$ cat config.mk
export PLATFORM = sky130hd
export DESIGN_NAME = core_boot_ctrl
export DESIGN_NICKNAME = d
export VERILOG_FILES = /design/src/rtl/cbc_pkg.sv /design/src/rtl/cbc_id_decode.sv /design/src/rtl/cbc_addr_decode.sv /design/src/rtl/cbc_vector_bank.sv /design/src/rtl/cbc_release_ctrl.sv /design/src/rtl/core_boot_ctrl.sv
export SDC_FILE = /design/constraint.sdc
export NUM_CORES = 1
export LEC_CHECK = 0
export BUFFER_PORTS_ARGS = -buffer_cell sky130_fd_sc_hd__buf_2
export CORE_AREA = 2 2 191 146
export CTS_CLUSTER_SIZE = 30
export DETAILED_ROUTE_END_ITERATION = 16
export DIE_AREA = 0 0 193 148
export GPL_TIMING_DRIVEN = 1
export PLACE_DENSITY_LB_ADDON = 0.08
export SLEW_MARGIN = 30
export SYNTH_ARGS = -nofsm -noshare
export SYNTH_HDL_FRONTEND = slang
export SYNTH_HIERARCHICAL = 1
export SYNTH_SLANG_ARGS = --single-unit
$ cat constraint.sdc
create_clock -name clk -period 4 [get_ports clk]
set_input_delay 0.8 -clock clk [delete_from_list [all_inputs] [get_ports clk]]
set_output_delay 0.8 -clock clk [all_outputs]
set_load 0.03 [all_outputs]
$ cat src/rtl/cbc_pkg.sv
package cbc_pkg;

  // Packed identifier: die[14:11], cluster[10:8], core[7:0]
  typedef struct packed {
    logic [3:0] die;
    logic [2:0] cluster;
    logic [7:0] core;
  } cpu_id_t;

  localparam int unsigned ALIVE_OFS = 32'h4;
  localparam int unsigned START_OFS = 32'h8;

  function automatic int unsigned global_index(input int unsigned cluster,
                                               input int unsigned core,
                                               input int unsigned cpc,
                                               input logic flat);
    if (flat) return core;
    return cluster * cpc + core;
  endfunction

  function automatic logic id_in_range(input int unsigned cluster,
                                       input int unsigned core,
                                       input int unsigned nclus,
                                       input int unsigned cpc,
                                       input logic flat);
    if (flat) return core < nclus * cpc;
    return (cluster < nclus) && (core < cpc);
  endfunction

endpackage

$ cat src/rtl/cbc_id_decode.sv
module cbc_id_decode #(
  parameter int N_CLUSTERS        = 2,
  parameter int CORES_PER_CLUSTER = 4,
  parameter int GIDX_W            = 3
) (
  input  logic [14:0]       cpu_id,
  input  logic              flat_mode,
  output logic [7:0]        id_core,
  output logic [2:0]        id_cluster,
  output logic [3:0]        id_die,
  output logic [GIDX_W-1:0] id_global,
  output logic              id_valid
);
  import cbc_pkg::*;

  cpu_id_t     f;
  int unsigned g;

  always_comb begin
    f          = cpu_id_t'(cpu_id);
    id_core    = f.core;
    id_cluster = f.cluster;
    id_die     = f.die;
    g          = global_index(32'(f.cluster), 32'(f.core),
                              CORES_PER_CLUSTER, flat_mode);
    id_global  = GIDX_W'(g);
    id_valid   = id_in_range(32'(f.cluster), 32'(f.core), N_CLUSTERS,
                             CORES_PER_CLUSTER, flat_mode);
  end

endmodule

$ cat src/rtl/cbc_addr_decode.sv
module cbc_addr_decode #(
  parameter int ADDR_W     = 12,
  parameter int N_CLUSTERS = 2,
  parameter int TOTAL      = 8,
  parameter int VEC_BASE   = 'h100,
  parameter int VEC_SHIFT  = 4,
  parameter int CL_W       = 1,
  parameter int GIDX_W     = 3
) (
  input  logic [ADDR_W-1:0] addr,
  input  logic              flat_mode,
  output logic              hit_alive,
  output logic              hit_start,
  output logic [CL_W-1:0]   start_cluster,
  output logic              hit_vec,
  output logic [GIDX_W-1:0] vec_idx,
  output logic              unmapped
);
  import cbc_pkg::*;

  localparam int unsigned START_END = START_OFS + 4 * N_CLUSTERS;
  localparam int unsigned VEC_END   = VEC_BASE + (TOTAL << VEC_SHIFT);
  localparam int unsigned VEC_MASK  = (1 << VEC_SHIFT) - 1;

  int unsigned a;
  int unsigned cl;

  always_comb begin
    a             = 32'(addr);
    cl            = (a - START_OFS) >> 2;
    hit_alive     = (a == ALIVE_OFS);
    hit_start     = (a >= START_OFS) && (a < START_END) && (a[1:0] == 2'b00)
                    && (!flat_mode || cl == 0);
    start_cluster = hit_start ? CL_W'(cl) : '0;
    hit_vec       = (a >= VEC_BASE) && (a < VEC_END) && ((a & VEC_MASK) == 0);
    vec_idx       = hit_vec ? GIDX_W'((a - VEC_BASE) >> VEC_SHIFT) : '0;
    unmapped      = !(hit_alive || hit_start || hit_vec);
  end

endmodule

$ cat src/rtl/cbc_vector_bank.sv
module cbc_vector_bank #(
  parameter int TOTAL    = 8,
  parameter int VEC_W    = 32,
  parameter int DATA_W   = 32,
  parameter int GIDX_W   = 3,
  parameter logic [VEC_W-1:0] BOOT_VEC = '0
) (
  input  logic                         clk,
  input  logic                         rst_n,
  input  logic                         wr,
  input  logic                         hit_vec,
  input  logic [GIDX_W-1:0]            vec_idx,
  input  logic [DATA_W-1:0]            wdata,
  input  logic [TOTAL-1:0]             released,
  output logic [TOTAL-1:0][VEC_W-1:0]  vectors,
  output logic [DATA_W-1:0]            rd_val
);

  for (genvar i = 0; i < TOTAL; i++) begin : g_core
    if (i == 0) begin : g_boot
      // Boot core vector is fixed at BOOT_VEC
      assign vectors[i] = BOOT_VEC;
    end else begin : g_sec
      logic             we;
      logic [VEC_W-1:0] vec_q;
      assign we = wr && hit_vec && (vec_idx == GIDX_W'(i)) && !released[i];
      always_ff @(posedge clk) begin
        if (!rst_n)  vec_q <= '0;
        else if (we) vec_q <= wdata[VEC_W-1:0];
      end
      assign vectors[i] = vec_q;
    end
  end

  always_comb begin
    rd_val = '0;
    for (int i = 0; i < TOTAL; i++)
      if (vec_idx == GIDX_W'(i)) rd_val = DATA_W'(vectors[i]);
  end

endmodule

$ cat src/rtl/cbc_release_ctrl.sv
module cbc_release_ctrl #(
  parameter int N_CLUSTERS        = 2,
  parameter int CORES_PER_CLUSTER = 4,
  parameter int TOTAL             = 8,
  parameter int DATA_W            = 32,
  parameter int CL_W              = 1
) (
  input  logic              clk,
  input  logic              rst_n,
  input  logic              flat_mode,
  input  logic              alive_wr,
  input  logic              start_wr,
  input  logic [CL_W-1:0]   start_cluster,
  input  logic [DATA_W-1:0] wdata,
  output logic [TOTAL-1:0]  alive,
  output logic [TOTAL-1:0]  released,
  output logic [DATA_W-1:0] alive_rd,
  output logic [DATA_W-1:0] start_rd
);
  localparam int CPC = CORES_PER_CLUSTER;

  logic [TOTAL-1:0] set_mask;

  always_comb begin
    set_mask = '0;
    if (flat_mode) begin
      set_mask = wdata[TOTAL-1:0];
    end else begin
      for (int c = 0; c < N_CLUSTERS; c++)
        if (start_cluster == CL_W'(c)) set_mask[c*CPC +: CPC] = wdata[CPC-1:0];
    end
  end

  always_ff @(posedge clk) begin
    if (!rst_n) begin
      alive    <= '0;
      released <= '0;
    end else begin
      if (alive_wr) alive    <= wdata[TOTAL-1:0];
      if (start_wr) released <= released | set_mask;
    end
  end

  assign alive_rd = DATA_W'(alive);

  always_comb begin
    start_rd = '0;
    if (flat_mode) begin
      start_rd = DATA_W'(released);
    end else begin
      for (int c = 0; c < N_CLUSTERS; c++)
        if (start_cluster == CL_W'(c)) start_rd = DATA_W'(released[c*CPC +: CPC]);
    end
  end

endmodule

$ cat src/rtl/core_boot_ctrl.sv
module core_boot_ctrl #(
  parameter int N_CLUSTERS        = 2,
  parameter int CORES_PER_CLUSTER = 4,
  parameter int ADDR_W            = 12,
  parameter int DATA_W            = 32,
  parameter int VEC_W             = 32,
  parameter int VEC_BASE          = 'h100,
  parameter int VEC_SHIFT         = 4,
  parameter logic [VEC_W-1:0] BOOT_VEC = 32'h0000_8000,
  localparam int TOTAL  = N_CLUSTERS * CORES_PER_CLUSTER,
  localparam int GIDX_W = (TOTAL > 1) ? $clog2(TOTAL) : 1,
  localparam int CL_W   = (N_CLUSTERS > 1) ? $clog2(N_CLUSTERS) : 1
) (
  input  logic                         clk,
  input  logic                         rst_n,
  input  logic                         flat_mode,
  input  logic                         bus_wr,
  input  logic                         bus_rd,
  input  logic [ADDR_W-1:0]            bus_addr,
  input  logic [DATA_W-1:0]            bus_wdata,
  output logic [DATA_W-1:0]            bus_rdata,
  input  logic [14:0]                  cpu_id,
  output logic [7:0]                   id_core,
  output logic [2:0]                   id_cluster,
  output logic [3:0]                   id_die,
  output logic [GIDX_W-1:0]            id_global,
  output logic                         id_valid,
  output logic [TOTAL-1:0][VEC_W-1:0]  core_vector,
  output logic [TOTAL-1:0]             core_release,
  output logic [TOTAL-1:0]             core_irq_en
);

  logic              hit_alive, hit_start, hit_vec, acc_unmapped;
  logic [CL_W-1:0]   start_cluster;
  logic [GIDX_W-1:0] vec_idx;
  logic              alive_wr_ev, start_wr_ev;
  logic [TOTAL-1:0]  alive_q, released_q;
  logic [DATA_W-1:0] alive_rd, start_rd, vec_rd;

  cbc_addr_decode #(
    .ADDR_W(ADDR_W), .N_CLUSTERS(N_CLUSTERS), .TOTAL(TOTAL),
    .VEC_BASE(VEC_BASE), .VEC_SHIFT(VEC_SHIFT), .CL_W(CL_W), .GIDX_W(GIDX_W)
  ) u_dec (
    .addr(bus_addr), .flat_mode(flat_mode), .hit_alive(hit_alive),
    .hit_start(hit_start), .start_cluster(start_cluster), .hit_vec(hit_vec),
    .vec_idx(vec_idx), .unmapped(acc_unmapped)
  );

  assign alive_wr_ev = bus_wr && hit_alive;
  assign start_wr_ev = bus_wr && hit_start;

  cbc_release_ctrl #(
    .N_CLUSTERS(N_CLUSTERS), .CORES_PER_CLUSTER(CORES_PER_CLUSTER),
    .TOTAL(TOTAL), .DATA_W(DATA_W), .CL_W(CL_W)
  ) u_rel (
    .clk(clk), .rst_n(rst_n), .flat_mode(flat_mode), .alive_wr(alive_wr_ev),
    .start_wr(start_wr_ev), .start_cluster(start_cluster), .wdata(bus_wdata),
    .alive(alive_q), .released(released_q), .alive_rd(alive_rd),
    .start_rd(start_rd)
  );

  cbc_vector_bank #(
    .TOTAL(TOTAL), .VEC_W(VEC_W), .DATA_W(DATA_W), .GIDX_W(GIDX_W),
    .BOOT_VEC(BOOT_VEC)
  ) u_vec (
    .clk(clk), .rst_n(rst_n), .wr(bus_wr), .hit_vec(hit_vec),
    .vec_idx(vec_idx), .wdata(bus_wdata), .released(released_q),
    .vectors(core_vector), .rd_val(vec_rd)
  );

  cbc_id_decode #(
    .N_CLUSTERS(N_CLUSTERS), .CORES_PER_CLUSTER(CORES_PER_CLUSTER),
    .GIDX_W(GIDX_W)
  ) u_id (
    .cpu_id(cpu_id), .flat_mode(flat_mode), .id_core(id_core),
    .id_cluster(id_cluster), .id_die(id_die), .id_global(id_global),
    .id_valid(id_valid)
  );

  assign core_release = released_q;
  assign core_irq_en  = alive_q;

  always_ff @(posedge clk) begin
    if (!rst_n) begin
      bus_rdata <= '0;
    end else if (bus_rd) begin
      if (acc_unmapped)   bus_rdata <= '0;
      else if (hit_alive) bus_rdata <= alive_rd;
      else if (hit_start) bus_rdata <= start_rd;
      else                bus_rdata <= vec_rd;
    end
  end

endmodule

==> flow_summary.json <==
{
  "synth-xor-area-share_pct": 0.126,
  "worst_slew_pin_slew_ns": 0.993,
  "postCtsSetupBuffers": 0,
  "grt_max_degree": 164,
  "p_sw_uw": 1290,
  "ctsHoldBuffers": 0,
  "critPathLaunchType": "primary input",
  "synthTopCellsByArea": "dfxtp_1, nand2_1, a21boi_1, mux2i_1, buf_4",
  "wl_mm": 48.5,
  "worstPathArrival_ns": 3.94,
  "nets": 2068,
  "antenna_found_initial": 0,
  "synth_top_family_by_area": "simple AND/OR/NAND/NOR gates",
  "fin_crit_sh_pct": 86.2,
  "io_buffers": 340,
  "min-delay-path-class": "flip-flop to flip-flop",
  "crit_fanout": 8,
  "ioPinCount": 387,
  "worst-setup-path-type": "primary input to flip-flop",
  "finalSetupViolCount": 0,
  "synth_simple_gate_area_share_pct": 22.9,
  "synth.distinct_cells": 58,
  "holdPathStages": 2,
  "synthAdderAreaFrac_pct": 0.180,
  "final_cell_mix": "nand2_1, buf_2, dfxtp_1, a21boi_1, nor2_1",
  "ys.flop_type": "dfxtp_1",
  "synthDominantCellAreaShare_pct": 39.1,
  "cts_num_sinks": 272,
  "start_util_pct": 52.2,
  "cellLeakagePower_uw": 0.00668,
  "post-route-min-period_ns": 3.45,
  "skew_ns": 0.0226,
  "hold_violations": 0,
  "cts.repair.resized": 0,
  "grt_overflow": 0,
  "required_ns": 4.49,
  "hpwlAfterDp_mm": 33.1,
  "timing_max_transition_violations_final": 0,
  "rsz0062_at_grt": "no",
  "clk_pin_slew_worst_paths_ns": 0.06,
  "setup_slack_ns": 0.551,
  "syn_area_per_cell_sq_um": 8.00,
  "ys_seq_elements": 272,
  "async_flop_share_pct": 0,
  "end_kind": "flip-flop",
  "track_usage_pct": 32.7,
  "p_comb_share_pct": 4.3,
  "reg2reg_slack_ns": 2.02,
  "slew_headroom_pct": 33.6,
  "regToRegEndpoint": "u_vec/g_core[2].g_sec.vec_q[14]",
  "via_per_inst": 5.60,
  "detailroute.via_count": 13300,
  "switching_share_pct": 22.4,
  "tns_ns": 0,
  "grt_pass1_vias": 12300,
  "yosysTopAreaCell": "dfxtp_1",
  "root_buffer": "clkbuf_16",
  "status": "finished, final reports clean",
  "synth_compound_area_share_pct": 19.2,
  "nFillCells": 2456,
  "holdCritStartpoint": "u_vec/g_core[6].g_sec.vec_q[23]",
  "syn_area_sq_um": 13900,
  "wire_per_inst_um": 20.4,
  "cap_violations": 0,
  "power_report.internal_total_uw": 4450,
  "synth_edf_count": 0,
  "fmax_mhz": 290,
  "ctsLongestPathBuffers": 3,
  "p_per_area_nw_per_um2": 348,
  "power_frac_clock_pct": 48.5,
  "dieHeight_um": 148,
  "reg2reg_from": "u_rel/released[2]",
  "yosys_warnings": 6,
  "h-tree-depth": 1,
  "reg2reg_depth": 4,
  "area_growth_pct": 18.4,
  "insertion_delay_ns": 0.55,
  "final_common_cell": "nand2_1",
  "route.detailed.drc": 0,
  "ant_nets": 0,
  "rows": 52,
  "p_total_uw": 5740,
  "core_area_sq_um": 26700,
  "grt_pass1_wl_mm": 72.0,
  "synth-seq-area-share_pct": 39.1,
  "drt_pass1_iterations": 5,
  "hold_end": "u_vec/g_core[6].g_sec.vec_q[23]",
  "die_w_um": 193,
  "syn-instance-count": 1741,
  "cts_buffers": 29,
  "peakVddDrop_mv": 0.358,
  "cts_tree": "built",
  "drt_iter0_drc": 909,
  "gp_routability_congestion": 0.896,
  "die_area_sq_um": 28600,
  "drive_above_1_share_pct": 23.7,
  "p_seq_share_pct": 47.2,
  "post-place-ws_ns": 0.104,
  "synthMuxAreaShare_pct": 8.00,
  "antennaDiodeCount": 0
}
## metal layers
| layer | share of wire [%] | track usage, % | vias to the layer above |
|---|---|---|---|
| met5 | 0 | 0 | - |
| met4 | 3.1 | 10.4 | 0 |
| met3 | 9.5 | 6.98 | 91 |
| met2 | 44 | 50.9 | 623 |
| met1 | 43 | 45.2 | 6417 |
| li1 | - | - | 6159 |
## worst max path at each step
stage                      from            end  cells after the start  slack (ns)
finish              bus_addr[7]  bus_rdata[26]                     13        0.55
global placement    bus_addr[7]  bus_rdata[26]                     14        0.15
floorplan           bus_addr[7]  bus_rdata[15]                     11        0.50
CTS                 bus_addr[7]  bus_rdata[26]                     13        0.64
detailed placement  bus_addr[7]  bus_rdata[24]                     12        0.10
global route        bus_addr[7]  bus_rdata[26]                     14        0.41
## cells by family (layout without fill, tap and decap cells)
group | after synthesis | in the layout
AOI/OAI and AO/OA | 365 | 365
xor gates and xnor gates | 2 | 2
adders and majority gates | 2 | 2
buffers and inverters | 248 | 454
DFF | 272 | 272
muxes | 108 | 108
other | 3 | 80
and+or+nand+nor | 741 | 741
## layout make-up
cell class                      instances  area, sq um  area share, %
Clock buffer                           44          862           5.22
Clock inverter                          9          120          0.728
Inverter                                7         26.3          0.159
Multi-Input combinational cell       1298         7400           44.8
Sequential cell                       272         5450           33.0
Tap cell                              351          439           2.66
Timing Repair Buffer                  394         2210           13.4
## cells in the mapped netlist, types with 2 or more instances
library cell and count:
and2_1 4, nor3b_2 2, buf_1 6, nor2b_1 47
nand2b_1 5, a21boi_1 220, and3_1 32, nor4_1 2
buf_4 108, clkbuf_1 65, a22oi_1 4, a21boi_0 4
nor3_2 2, dfxtp_1 272, nor4_2 2, or4_4 2
conb_1 3, mux2i_1 102, nand2_1 487, o31a_1 32
a221oi_1 30, xnor2_1 2, nand3_1 2, or3b_1 3
nand3b_1 2, a31oi_1 6, and2_2 4, buf_6 7
nor3_1 6, mux2_4 4, o21ai_0 31, ha_1 2
inv_1 7, a21oi_1 30, nor2_1 124, buf_2 54
or3_1 4, a32o_1 2
## per-stage QoR
stage / std cells / area [sq um] / hold slack [ns] / util [%]
floorplan: 1818 / 14200 / 0.586 / -
global placement: 2321 / 15500 / 0.449 / 58.1
detailed placement: 2322 / 15500 / 0.455 / 58.2
CTS: 2375 / 16500 / 0.464 / 61.9
global route: 2375 / 16500 / 0.487 / 61.9
finish: 2375 / 16500 / 0.463 / 61.9
## sequential cells by signal (all words and copies together), names as in the netlist
register,cells
bus_rdata,32
u_rel/alive,8
u_rel/released,8
u_vec/g_core.g_sec.vec_q,224
## worst max-delay path, cell delays in order
cell and delay, ns:
buf_2 0.11, or4_4 0.55, or3_1 0.38, nor3_2 0.18
buf_4 0.19, nand2b_2 0.20, buf_4 0.18, o21ai_0 0.11
a221oi_1 0.66, buf_4 0.23, mux2i_1 0.09, nor2_1 0.10
o31a_1 0.15
## power groups by stage
stage | Sequential, uW | Clock [uW] | Combinational [uW]
CTS | 2710 | 2810 | 243
detailed placement | 2770 | 0 | 243
global placement | 2770 | 0 | 242
finish | 2710 | 2780 | 248
global route | 2710 | 2910 | 264
floorplan | 2770 | 0 | 220
Power figures use the tool's default switching activity.
